<file path="src/rtl/kvsr_pkg.sv">
package kvsr_pkg;
  typedef enum logic {
    SRC_FAST = 1'b0,
    SRC_SLOW = 1'b1
  } src_e;

  localparam int NPATH = 2;
endpackage

</file>
<file path="src/rtl/kvsr_thresh.sv">
module kvsr_thresh #(
  parameter int LENW    = 20,
  parameter int RST_VAL = 4096
) (
  input  logic            clk,
  input  logic            rst_n,
  input  logic            wr_i,
  input  logic [LENW-1:0] val_i,
  input  logic            idle_i,
  output logic [LENW-1:0] thresh_o,
  output logic            pend_o
);
  logic [LENW-1:0] thr_q, thr_d;
  logic [LENW-1:0] park_q, park_d;
  logic            pend_q, pend_d;
  logic            thr_en, park_en, pend_en;

  always_comb begin
    thr_d   = thr_q;
    park_d  = park_q;
    pend_d  = pend_q;
    thr_en  = 1'b0;
    park_en = 1'b0;
    pend_en = 1'b0;
    if (wr_i) begin
      park_d  = val_i;
      park_en = 1'b1;
      pend_d  = 1'b1;
      pend_en = 1'b1;
    end else if (pend_q && idle_i) begin
      thr_d   = park_q;
      thr_en  = 1'b1;
      pend_d  = 1'b0;
      pend_en = 1'b1;
    end
  end

  always_ff @(posedge clk or negedge rst_n) begin
    if (!rst_n) begin
      thr_q  <= LENW'(RST_VAL);
      park_q <= '0;
      pend_q <= 1'b0;
    end else begin
      if (thr_en)  thr_q  <= thr_d;
      if (park_en) park_q <= park_d;
      if (pend_en) pend_q <= pend_d;
    end
  end

  assign thresh_o = thr_q;
  assign pend_o   = pend_q;

  // the active threshold only moves after an idle edge
  assert_apply_idle_R3: assert property (@(posedge clk) disable iff (!rst_n)
    (thr_q != $past(thr_q)) |-> $past(idle_i));
  // a write is never lost, it leaves an update parked
  assert_park_R3: assert property (@(posedge clk) disable iff (!rst_n)
    wr_i |=> pend_q);
endmodule

</file>
<file path="src/rtl/kvsr_credit.sv">
module kvsr_credit #(
  parameter int MAX_OUT = 4
) (
  input  logic clk,
  input  logic rst_n,
  input  logic inc_i,
  input  logic dec_i,
  output logic full_o,
  output logic zero_o
);
  localparam int CNTW = $clog2(MAX_OUT + 1);

  logic [CNTW-1:0] cnt_q, cnt_d;
  logic            cnt_en;

  always_comb begin
    cnt_d  = cnt_q;
    cnt_en = inc_i ^ dec_i;
    if (inc_i && !dec_i)      cnt_d = cnt_q + 1'b1;
    else if (dec_i && !inc_i) cnt_d = cnt_q - 1'b1;
  end

  always_ff @(posedge clk or negedge rst_n) begin
    if (!rst_n)      cnt_q <= '0;
    else if (cnt_en) cnt_q <= cnt_d;
  end

  assign full_o = (cnt_q == CNTW'(MAX_OUT));
  assign zero_o = (cnt_q == '0);

  assert_no_overflow_R4: assert property (@(posedge clk) disable iff (!rst_n)
    cnt_q <= CNTW'(MAX_OUT));
  assert_full_stall_R4: assert property (@(posedge clk) disable iff (!rst_n)
    full_o |-> !inc_i);
  assert_no_underflow_R4: assert property (@(posedge clk) disable iff (!rst_n)
    zero_o |-> !(dec_i && !inc_i));
endmodule

</file>
<file path="src/rtl/kvsr_route.sv">
module kvsr_route #(
  parameter int LENW      = 20,
  parameter int TAGW      = 6,
  parameter int PAGE_LOG2 = 12
) (
  input  logic            clk,
  input  logic            rst_n,
  input  logic            req_valid_i,
  input  logic            req_write_i,
  input  logic [LENW-1:0] req_len_i,
  input  logic [TAGW-1:0] req_tag_i,
  input  logic [LENW-1:0] thresh_i,
  input  logic            pend_i,
  input  logic [1:0]      full_i,
  input  logic            fast_ready_i,
  input  logic            slow_ready_i,
  output logic            req_ready_o,
  output logic            fast_valid_o,
  output logic            fast_write_o,
  output logic [LENW-1:0] fast_len_o,
  output logic [TAGW-1:0] fast_tag_o,
  output logic            slow_valid_o,
  output logic            slow_write_o,
  output logic [LENW:0]   slow_len_o,
  output logic [TAGW-1:0] slow_tag_o,
  output logic [1:0]      inc_o
);
  localparam int SLW = LENW + 1;
  localparam logic [SLW-1:0] PAGE_M1 = SLW'((64'd1 << PAGE_LOG2) - 64'd1);

  logic           to_slow;
  logic           open;
  logic [SLW-1:0] padded;

  always_comb begin
    to_slow      = (req_len_i >= thresh_i);
    open         = req_valid_i && !pend_i;
    fast_valid_o = open && !to_slow && !full_i[0];
    slow_valid_o = open && to_slow && !full_i[1];
    req_ready_o  = !pend_i && (to_slow ? (slow_ready_i && !full_i[1])
                                       : (fast_ready_i && !full_i[0]));
    padded       = {1'b0, req_len_i} + PAGE_M1;
    slow_len_o   = {padded[SLW-1:PAGE_LOG2], {PAGE_LOG2{1'b0}}};
    inc_o[0]     = fast_valid_o && fast_ready_i;
    inc_o[1]     = slow_valid_o && slow_ready_i;
  end

  assign fast_write_o = req_write_i;
  assign fast_len_o   = req_len_i;
  assign fast_tag_o   = req_tag_i;
  assign slow_write_o = req_write_i;
  assign slow_tag_o   = req_tag_i;

  assert_fast_short_R1: assert property (@(posedge clk) disable iff (!rst_n)
    fast_valid_o |-> (req_len_i < thresh_i) && !slow_valid_o);
  assert_slow_page_R2: assert property (@(posedge clk) disable iff (!rst_n)
    slow_valid_o |-> (slow_len_o[PAGE_LOG2-1:0] == '0)
                  && (slow_len_o >= {1'b0, req_len_i})
                  && ((slow_len_o - {1'b0, req_len_i}) <= PAGE_M1));
  assert_parked_block_R3: assert property (@(posedge clk) disable iff (!rst_n)
    pend_i |-> !inc_o[0] && !inc_o[1]);
endmodule

</file>
<file path="src/rtl/kvsr_merge.sv">
module kvsr_merge
  import kvsr_pkg::*;
#(
  parameter int DW   = 64,
  parameter int TAGW = 6
) (
  input  logic            clk,
  input  logic            rst_n,
  input  logic            fr_valid_i,
  input  logic [DW-1:0]   fr_data_i,
  input  logic [TAGW-1:0] fr_tag_i,
  input  logic            fr_last_i,
  input  logic            sr_valid_i,
  input  logic [DW-1:0]   sr_data_i,
  input  logic [TAGW-1:0] sr_tag_i,
  input  logic            sr_last_i,
  input  logic            rsp_ready_i,
  output logic            fr_ready_o,
  output logic            sr_ready_o,
  output logic            rsp_valid_o,
  output logic [DW-1:0]   rsp_data_o,
  output logic [TAGW-1:0] rsp_tag_o,
  output logic            rsp_last_o,
  output logic            rsp_from_slow_o,
  output logic [1:0]      dec_o
);
  src_e sel, owner_q, owner_d, pref_q, pref_d;
  logic hold_q, hold_d;
  logic done;

  always_comb begin
    if (hold_q)                        sel = owner_q;
    else if (fr_valid_i && sr_valid_i) sel = pref_q;
    else if (sr_valid_i)               sel = SRC_SLOW;
    else                               sel = SRC_FAST;
  end

  always_comb begin
    if (sel == SRC_SLOW) begin
      rsp_valid_o = sr_valid_i;
      rsp_data_o  = sr_data_i;
      rsp_tag_o   = sr_tag_i;
      rsp_last_o  = sr_last_i;
    end else begin
      rsp_valid_o = fr_valid_i;
      rsp_data_o  = fr_data_i;
      rsp_tag_o   = fr_tag_i;
      rsp_last_o  = fr_last_i;
    end
    rsp_from_slow_o = (sel == SRC_SLOW);
    fr_ready_o      = rsp_ready_i && (sel == SRC_FAST);
    sr_ready_o      = rsp_ready_i && (sel == SRC_SLOW);
    done            = rsp_valid_o && rsp_ready_i && rsp_last_o;
    dec_o[0]        = done && (sel == SRC_FAST);
    dec_o[1]        = done && (sel == SRC_SLOW);
  end

  always_comb begin
    hold_d  = rsp_valid_o && !done;
    owner_d = rsp_valid_o ? sel : owner_q;
    pref_d  = pref_q;
    if (done) pref_d = (sel == SRC_SLOW) ? SRC_FAST : SRC_SLOW;
  end

  always_ff @(posedge clk or negedge rst_n) begin
    if (!rst_n) begin
      hold_q  <= 1'b0;
      owner_q <= SRC_FAST;
      pref_q  <= SRC_FAST;
    end else begin
      hold_q <= hold_d;
      if (rsp_valid_o) owner_q <= owner_d;
      if (done)        pref_q  <= pref_d;
    end
  end

  assert_hold_R9: assert property (@(posedge clk) disable iff (!rst_n)
    (rsp_valid_o && !rsp_ready_i) |=> rsp_valid_o && $stable(sel) && $stable(rsp_tag_o));
  assert_no_interleave_R8: assert property (@(posedge clk) disable iff (!rst_n)
    (rsp_valid_o && rsp_ready_i && !rsp_last_o) |=> (sel == $past(sel)));
  assert_alternate_R7: assert property (@(posedge clk) disable iff (!rst_n)
    done |=> ((fr_valid_i && sr_valid_i) -> (sel != $past(sel))));
  assert_one_ready_R6: assert property (@(posedge clk) disable iff (!rst_n)
    !(fr_ready_o && sr_ready_o));
endmodule

</file>
<file path="src/rtl/kv_size_router.sv">
module kv_size_router
  import kvsr_pkg::*;
#(
  parameter int DW        = 64,
  parameter int TAGW      = 6,
  parameter int LENW      = 20,
  parameter int PAGE_LOG2 = 12,
  parameter int MAX_OUT   = 4
) (
  input  logic            clk,
  input  logic            rst_n,
  input  logic            cfg_wr,
  input  logic [LENW-1:0] cfg_val,
  output logic [LENW-1:0] cfg_thresh,
  input  logic            req_valid,
  output logic            req_ready,
  input  logic            req_write,
  input  logic [LENW-1:0] req_len,
  input  logic [TAGW-1:0] req_tag,
  output logic            fast_valid,
  input  logic            fast_ready,
  output logic            fast_write,
  output logic [LENW-1:0] fast_len,
  output logic [TAGW-1:0] fast_tag,
  output logic            slow_valid,
  input  logic            slow_ready,
  output logic            slow_write,
  output logic [LENW:0]   slow_len,
  output logic [TAGW-1:0] slow_tag,
  input  logic            fr_valid,
  output logic            fr_ready,
  input  logic [DW-1:0]   fr_data,
  input  logic [TAGW-1:0] fr_tag,
  input  logic            fr_last,
  input  logic            sr_valid,
  output logic            sr_ready,
  input  logic [DW-1:0]   sr_data,
  input  logic [TAGW-1:0] sr_tag,
  input  logic            sr_last,
  output logic            rsp_valid,
  input  logic            rsp_ready,
  output logic [DW-1:0]   rsp_data,
  output logic [TAGW-1:0] rsp_tag,
  output logic            rsp_last,
  output logic            rsp_from_slow
);
  localparam int PAGE_BYTES = 1 << PAGE_LOG2;

  logic [NPATH-1:0] inc, dec, full, zero;
  logic             pend;
  logic [LENW-1:0]  thresh;

  kvsr_thresh #(.LENW(LENW), .RST_VAL(PAGE_BYTES)) u_thresh (
    .clk(clk), .rst_n(rst_n), .wr_i(cfg_wr), .val_i(cfg_val),
    .idle_i(&zero), .thresh_o(thresh), .pend_o(pend)
  );

  for (genvar p = 0; p < NPATH; p++) begin : g_credit
    kvsr_credit #(.MAX_OUT(MAX_OUT)) u_credit (
      .clk(clk), .rst_n(rst_n), .inc_i(inc[p]), .dec_i(dec[p]),
      .full_o(full[p]), .zero_o(zero[p])
    );
  end

  kvsr_route #(.LENW(LENW), .TAGW(TAGW), .PAGE_LOG2(PAGE_LOG2)) u_route (
    .clk(clk), .rst_n(rst_n),
    .req_valid_i(req_valid), .req_write_i(req_write), .req_len_i(req_len),
    .req_tag_i(req_tag), .thresh_i(thresh), .pend_i(pend), .full_i(full),
    .fast_ready_i(fast_ready), .slow_ready_i(slow_ready),
    .req_ready_o(req_ready),
    .fast_valid_o(fast_valid), .fast_write_o(fast_write),
    .fast_len_o(fast_len), .fast_tag_o(fast_tag),
    .slow_valid_o(slow_valid), .slow_write_o(slow_write),
    .slow_len_o(slow_len), .slow_tag_o(slow_tag),
    .inc_o(inc)
  );

  kvsr_merge #(.DW(DW), .TAGW(TAGW)) u_merge (
    .clk(clk), .rst_n(rst_n),
    .fr_valid_i(fr_valid), .fr_data_i(fr_data), .fr_tag_i(fr_tag), .fr_last_i(fr_last),
    .sr_valid_i(sr_valid), .sr_data_i(sr_data), .sr_tag_i(sr_tag), .sr_last_i(sr_last),
    .rsp_ready_i(rsp_ready), .fr_ready_o(fr_ready), .sr_ready_o(sr_ready),
    .rsp_valid_o(rsp_valid), .rsp_data_o(rsp_data), .rsp_tag_o(rsp_tag),
    .rsp_last_o(rsp_last), .rsp_from_slow_o(rsp_from_slow), .dec_o(dec)
  );

  assign cfg_thresh = thresh;

  // a port never answers more packets than it was given
  assert_no_spurious_R4: assert property (@(posedge clk) disable iff (!rst_n)
    (zero[1] && !inc[1]) |-> !dec[1]);
endmodule

</file>
<file path="config.mk">
export PLATFORM = sky130hd
export DESIGN_NAME = kv_size_router
export DESIGN_NICKNAME = d
export VERILOG_FILES = /design/src/rtl/kvsr_pkg.sv /design/src/rtl/kvsr_thresh.sv /design/src/rtl/kvsr_credit.sv /design/src/rtl/kvsr_route.sv /design/src/rtl/kvsr_merge.sv /design/src/rtl/kv_size_router.sv
export SDC_FILE = /design/constraint.sdc
export NUM_CORES = 1
export LEC_CHECK = 0
export CORE_AREA = 2 2 136 138
export CTS_BUF_LIST = sky130_fd_sc_hd__clkbuf_16
export CTS_CLUSTER_SIZE = 12
export DETAILED_ROUTE_END_ITERATION = 7
export DIE_AREA = 0 0 138 140
export SYNTH_ARGS = -nofsm -noshare
export SYNTH_HDL_FRONTEND = slang
export SYNTH_HIERARCHICAL = 1
export SYNTH_SLANG_ARGS = --single-unit
export TNS_END_PERCENT = 10
</file>
<file path="constraint.sdc">
create_clock -name clk -period 2.55 [get_ports clk]
set_input_delay 0.51 -clock clk [delete_from_list [all_inputs] [get_ports clk]]
set_output_delay 0.51 -clock clk [all_outputs]
set_load 0.005 [all_outputs]
</file>
=== Word level (Yosys, flattened, before mapping) ===
Cells that the tools add are included.

* Register bits: 50
* Input port bits: 198
* Output and inout bits: 153

* Add/subtract/negate cells: 5
* Magnitude comparators: 1
* Equal/unequal tests: 2
* Muxes and demuxes: 19
* Bitwise operators: 4
* Reductions and logical operators: 43

{| class="wikitable"
|+ Operator list
! cell !! number
|-
| 64-bit two-way mux || 1
|-
| 1-bit logical AND || 23
|-
| 20-bit by 12-bit adder with 21-bit output, second input constant || 1
|-
| 20-bit >= comparator || 1
|-
| 1-bit two-way mux || 13
|-
| 3-bit two-way mux || 4
|-
| 2-bit AND reduction || 5
|-
| 1-bit logical NOT || 9
|-
| 3-bit by 1-bit adder with 3-bit output, second input constant || 2
|-
| 3-bit equality test, second input constant || 2
|-
| 3-bit logical NOT || 2
|-
| 6-bit two-way mux || 1
|-
| 2-bit nonzero test || 3
|-
| 3-bit by 1-bit subtractor with 3-bit output, second input constant || 2
|-
| 3-bit AND reduction || 1
|-
| 1-bit inverter || 2
|-
| 1-bit XOR || 2
|}

=== Logic depth before layout (Yosys ltp) ===
* Depth after elaboration: 11
* Gate-level depth with buffers: 13
* Mapped depth without buffers: 13

=== Hierarchy ===
The synthesis kept the hierarchy.

{| class="wikitable"
|+ Modules (own cells, without submodules)
! module !! times used !! cells each !! area an instance (um2)
|-
| kvsr_thresh || 1 || 88 || 1616.6
|-
| kvsr_merge || 1 || 105 || 1134.8
|-
| kvsr_route || 1 || 148 || 1077.3
|-
| kvsr_credit || 2 || 14 || 168.9
|-
| kv_size_router || 1 || 1 || 6.3
|}

=== Worst setup path after synthesis ===
Ideal clock, no wire load.

* Path type: in2reg
* From: input req_len[7]
* To: register g_credit[0].u_credit.cnt_q[2]
* Arrival time: 2.739 ns
* Path slack: -0.268 ns
* Stages: 12
* Cell sequence: ha_1 a21oi_1 o21a_1 o221ai_1 a221o_1 nor3_1 ha_1 inv_1 fa_1 xor2_1 nor2_1 xor2_1

* Cells in the longest elaborated chain, start to end: 9
* Elaborated cells between the ends (all ways): 12
* Classes of those cells: order compare: 1; mux: 1; bitwise: 1; reduce/logical: 9

{| class="wikitable"
|+ RTL lines
! element !! line !! source
|-
| start, declared || kv_size_router.sv:18 || <nowiki>input logic [LENW-1:0] req_len,</nowiki>
|-
| 20-bit >= comparator * || kvsr_route.sv:36 || <nowiki>to_slow = (req_len_i >= thresh_i);</nowiki>
|-
| 1-bit logical NOT * || kvsr_route.sv:38 || <nowiki>fast_valid_o = open && !to_slow && !full_i[0];</nowiki>
|-
| 1-bit logical AND * (2 in a row) || kvsr_route.sv:38 ||
|-
| 1-bit logical AND * || kvsr_route.sv:44 || <nowiki>inc_o[0] = fast_valid_o && fast_ready_i;</nowiki>
|-
| via inc[0] || kv_size_router.sv:49 || <nowiki>logic [NPATH-1:0] inc, dec, full, zero;</nowiki>
|-
| 1-bit logical NOT || kvsr_credit.sv:20 || <nowiki>else if (dec_i && !inc_i) cnt_d = cnt_q - 1'b1;</nowiki>
|-
| 1-bit logical AND || kvsr_credit.sv:20 ||
|-
| 2-bit nonzero test (no source line) || -- ||
|-
| 2-bit AND reduction (no source line) || -- ||
|-
| end signal, assigned || kvsr_credit.sv:25 || <nowiki>else if (cnt_en) cnt_q <= cnt_d;</nowiki>
|-
| end, declared || kvsr_credit.sv:13 || <nowiki>logic [CNTW-1:0] cnt_q, cnt_d;</nowiki>
|}

Mark *: on every way through the listed nets, which the timed path passes. The rest lies on a longest branch.
A chain may end at the register's enable or synchronous reset.

=== Worst setup path after layout ===
* From: register u_thresh.thr_q[7], in the netlist u_thresh/thresh_o[7]
* To: output req_ready

* Cells in the longest elaborated chain, start to end: 3

{| class="wikitable"
|+ RTL lines
! element !! line !! source
|-
| start, declared || kvsr_thresh.sv:13 || <nowiki>logic [LENW-1:0] thr_q, thr_d;</nowiki>
|-
| start signal, assigned || kvsr_thresh.sv:40 || <nowiki>thr_q <= LENW'(RST_VAL);</nowiki>
|-
| start signal, assigned || kvsr_thresh.sv:44 || <nowiki>if (thr_en) thr_q <= thr_d;</nowiki>
|-
| 20-bit >= comparator || kvsr_route.sv:36 ||
|-
| 1-bit two-way mux || kvsr_route.sv:40 || <nowiki>req_ready_o = !pend_i && (to_slow ? (slow_ready_i && !full_i[1])</nowiki>
|-
| 1-bit logical AND || kvsr_route.sv:40 ||
|-
| end, declared || kv_size_router.sv:16 || <nowiki>output logic req_ready,</nowiki>
|}

Every way passes these cells.

==> out/results.ini <==
[placed_design]
place_hpwl_mm=14.3
io_buffers=317
routabilityCongestion=0.860

[floorplan]
die_w_um=138
start_util_pct=23.5
dieArea_um2=19300
chipHeight_um=140
rows=49
io_pins=351
core-area_um2=17800

[timing]
hold_viol=0
slew_headroom_pct=56.0
period_share_pct=113
fin_ws_ps=-333
finClkSkew_ps=3.29
fmax_mhz=347
rsz0062_at_grt=true
fin_setup_tns_ps=-2430
period_needed_ps=2880
setup_violations=13
drv_slew=0
worst_pin_slew_ps=660

[synthesis]
async_flop_share_pct=100
synth-warning-count=6
synth.largest_area_cell=dfrtp_1
synth_top_family_by_area=multiplexers
synth_area_um2=4170
synth-edff-count=0
synth_top_area_share_pct=29.4
synthFlopType=dfrtp_1
synth_area_per_cell_um2=11.3
synth_compound_area_share_pct=4.41
synthAdderAreaFrac_pct=7.56
muxShareOfSynthArea_pct=33.7
ys_ff_latch=50
synthCells=370
synth_area_leaders=dfrtp_1, mux2_2, mux2_4, buf_4, ha_1
synth-simple-area-share_pct=7.92
ys_types=45
seq_area_frac_synth_pct=30.0
synth_xor_area_share_pct=2.94

[cts]
postCtsHoldBufs=0
root_buffer=clkbuf_16
htree_levels=2
cts_buffer_depth=2
cts.sinks=50
clock_latency_ps=290
numCtsBuffers=5
clk_pin_slew_ps=70
cts_tree=built

[routing]
drc=0
postRouteAntennaNets=0
wl_met1_mm=5.73
vias=4124
wl_met2_mm=9.24
route.met3.wl_mm=1.66
routed_via_density=4.32
drt-pass1-iter-count=4
drtIter0Drc=74
routed.top_layer=met5
wl_per_cell_um=17.8
routed_wl_mm=17.0

[job]
maxCapViolations=0

[power_and_ir_drop]
p_leak_nw=3.62
p_total_mw=6.53
ir_drop_v=0.000362
p_per_area_nw_per_um2=805

[cells_and_area]
fillers=1713
layout.nets=945
layout_commonest_cell=clkdlybuf4s50_1
drive_gt1_share_pct=40.1
final_cell_mix=clkdlybuf4s50_1, mux2_2, buf_4
area_growth_pct=94.5

[global_routing]
grt_max_degree=51
grt_overflow=0
grt_pass1_wl_mm=25.8
grt_usage_pct=16.9
antenna_found_initial=3
first_global_vias=4554

[outcome]
status=complete, but fails checks
violations=negative setup slack

[critical_path]
critPathRequiredTime_ps=2040
setup.worst_path.start_class=flip-flop
path_max_fanout=4
path_class=reg -> out
crit_path_end_kind=output pin
crit_arrival_ps=2370
ff2ff_setup_slack_ps=-320

[min_path]
worstHoldPathType=in -> async

repair_timing:
| item | 4_1_cts | 5_1_grt |
|---|---|---|
| resized for setup | 243 | 28 |
| hold endpoints to repair | 0 | 0 |
| pin swaps | 30 | 6 |
| setup endpoints to repair | 93 | 41 |
| cloned | 4 | 0 |
| setup buffers | 12 | 5 |
cell usage after synthesis (2+ instances only):
| library cell | instances |
|---|---|
| o221ai_1 | 2 |
| mux2_4 | 33 |
| nor3b_1 | 4 |
| buf_4 | 46 |
| ha_1 | 22 |
| nand4_1 | 5 |
| fa_1 | 2 |
| nand2_1 | 9 |
| nand3_1 | 2 |
| xor2_1 | 7 |
| mux2_2 | 81 |
| o21a_1 | 2 |
| inv_1 | 29 |
| nor2_1 | 9 |
| nand2b_1 | 5 |
| nor3_1 | 5 |
| buf_2 | 7 |
| xnor2_1 | 7 |
| buf_6 | 6 |
| a21oi_1 | 10 |
| and2_1 | 2 |
| a21o_1 | 2 |
| dfrtp_1 | 49 |
| o21ai_0 | 2 |
| or4_4 | 2 |
where the power goes:
part | leakage (nW) | internal (mW) | switching (mW) | total (mW)
sequential | 0.595 | 1.06 | 0.205 | 1.26
combinational | 2.96 | 2.97 | 1.63 | 4.61
clock | 0.0698 | 0.364 | 0.298 | 0.662
total | 3.62 | 4.40 | 2.14 | 6.53
stage by stage:
step	hold slack (ps)	cells	setup WS, ps	utilization, %	cell area (um2)
floorplan	214	381	-89.2	-	4320
global placement	472	924	-1040	43.8	7780
detailed placement	492	924	-1010	43.8	7780
CTS	353	948	-320	45.7	8130
global route	375	955	-446	45.6	8110
finish	327	955	-333	45.6	8110
final timing paths:
path,startpoint,to,cells after the start
min,rst_n,u_thresh/park_q[1],2
max in group asynchronous,rst_n,u_merge/hold_q,2
min in group clk,u_thresh/park_q[9],u_thresh/thresh_o[9],1
min reg2reg,u_thresh/park_q[9],u_thresh/thresh_o[9],1
max,u_thresh/thresh_o[7],req_ready,9
max reg2reg,u_thresh/thresh_o[7],g_credit[0].u_credit/cnt_q[2],14
critical path: stages, from the launching register on:
cell and delay [ps]:
dfrtp_1 400, inv_2 80, ha_4 210, a21oi_2 120, o21a_1 130, o221ai_1 120, a221o_2 460, buf_4 160
mux2_4 290, buf_6 110
area by class of cell:
cell class	count	area (um2)	area share (%)
clock inverter	3	21.3	0.262
clock buffer	5	125	1.54
timing repair buffer	394	3680	45.4
tap	229	287	3.53
antenna	2	5.00	0.0617
inverter	29	111	1.37
sequential	50	1250	15.5
multi-input combinational	243	2630	32.4
cell families (layout without fill, tap and decap cells):
group           Yosys count  after routing
mux                     114            114
xor+xnor                 14             14
flops                    50             50
buf+inv                  88            431
other cells               1             14
simple gates             54             54
compound gates           25             25
fa+ha+maj                24             24
sequential cells by signal, summed over array words and instances (netlist names):
name and cells:
u_thresh/park_q 20, u_thresh/thresh_o 20, g_credit.u_credit/cnt_q 6, u_merge/hold_q 1, u_merge/owner_q 1, u_merge/pref_q 1, u_thresh/pend_o 1
routing by layer:
metal	vias up	GRT usage, %
li1	1942	-
met1	1958	16.8
met2	202	32.5
met3	20	6.50
met4	2	5.26
met5	-	0
Power figures use the tool's default switching activity.
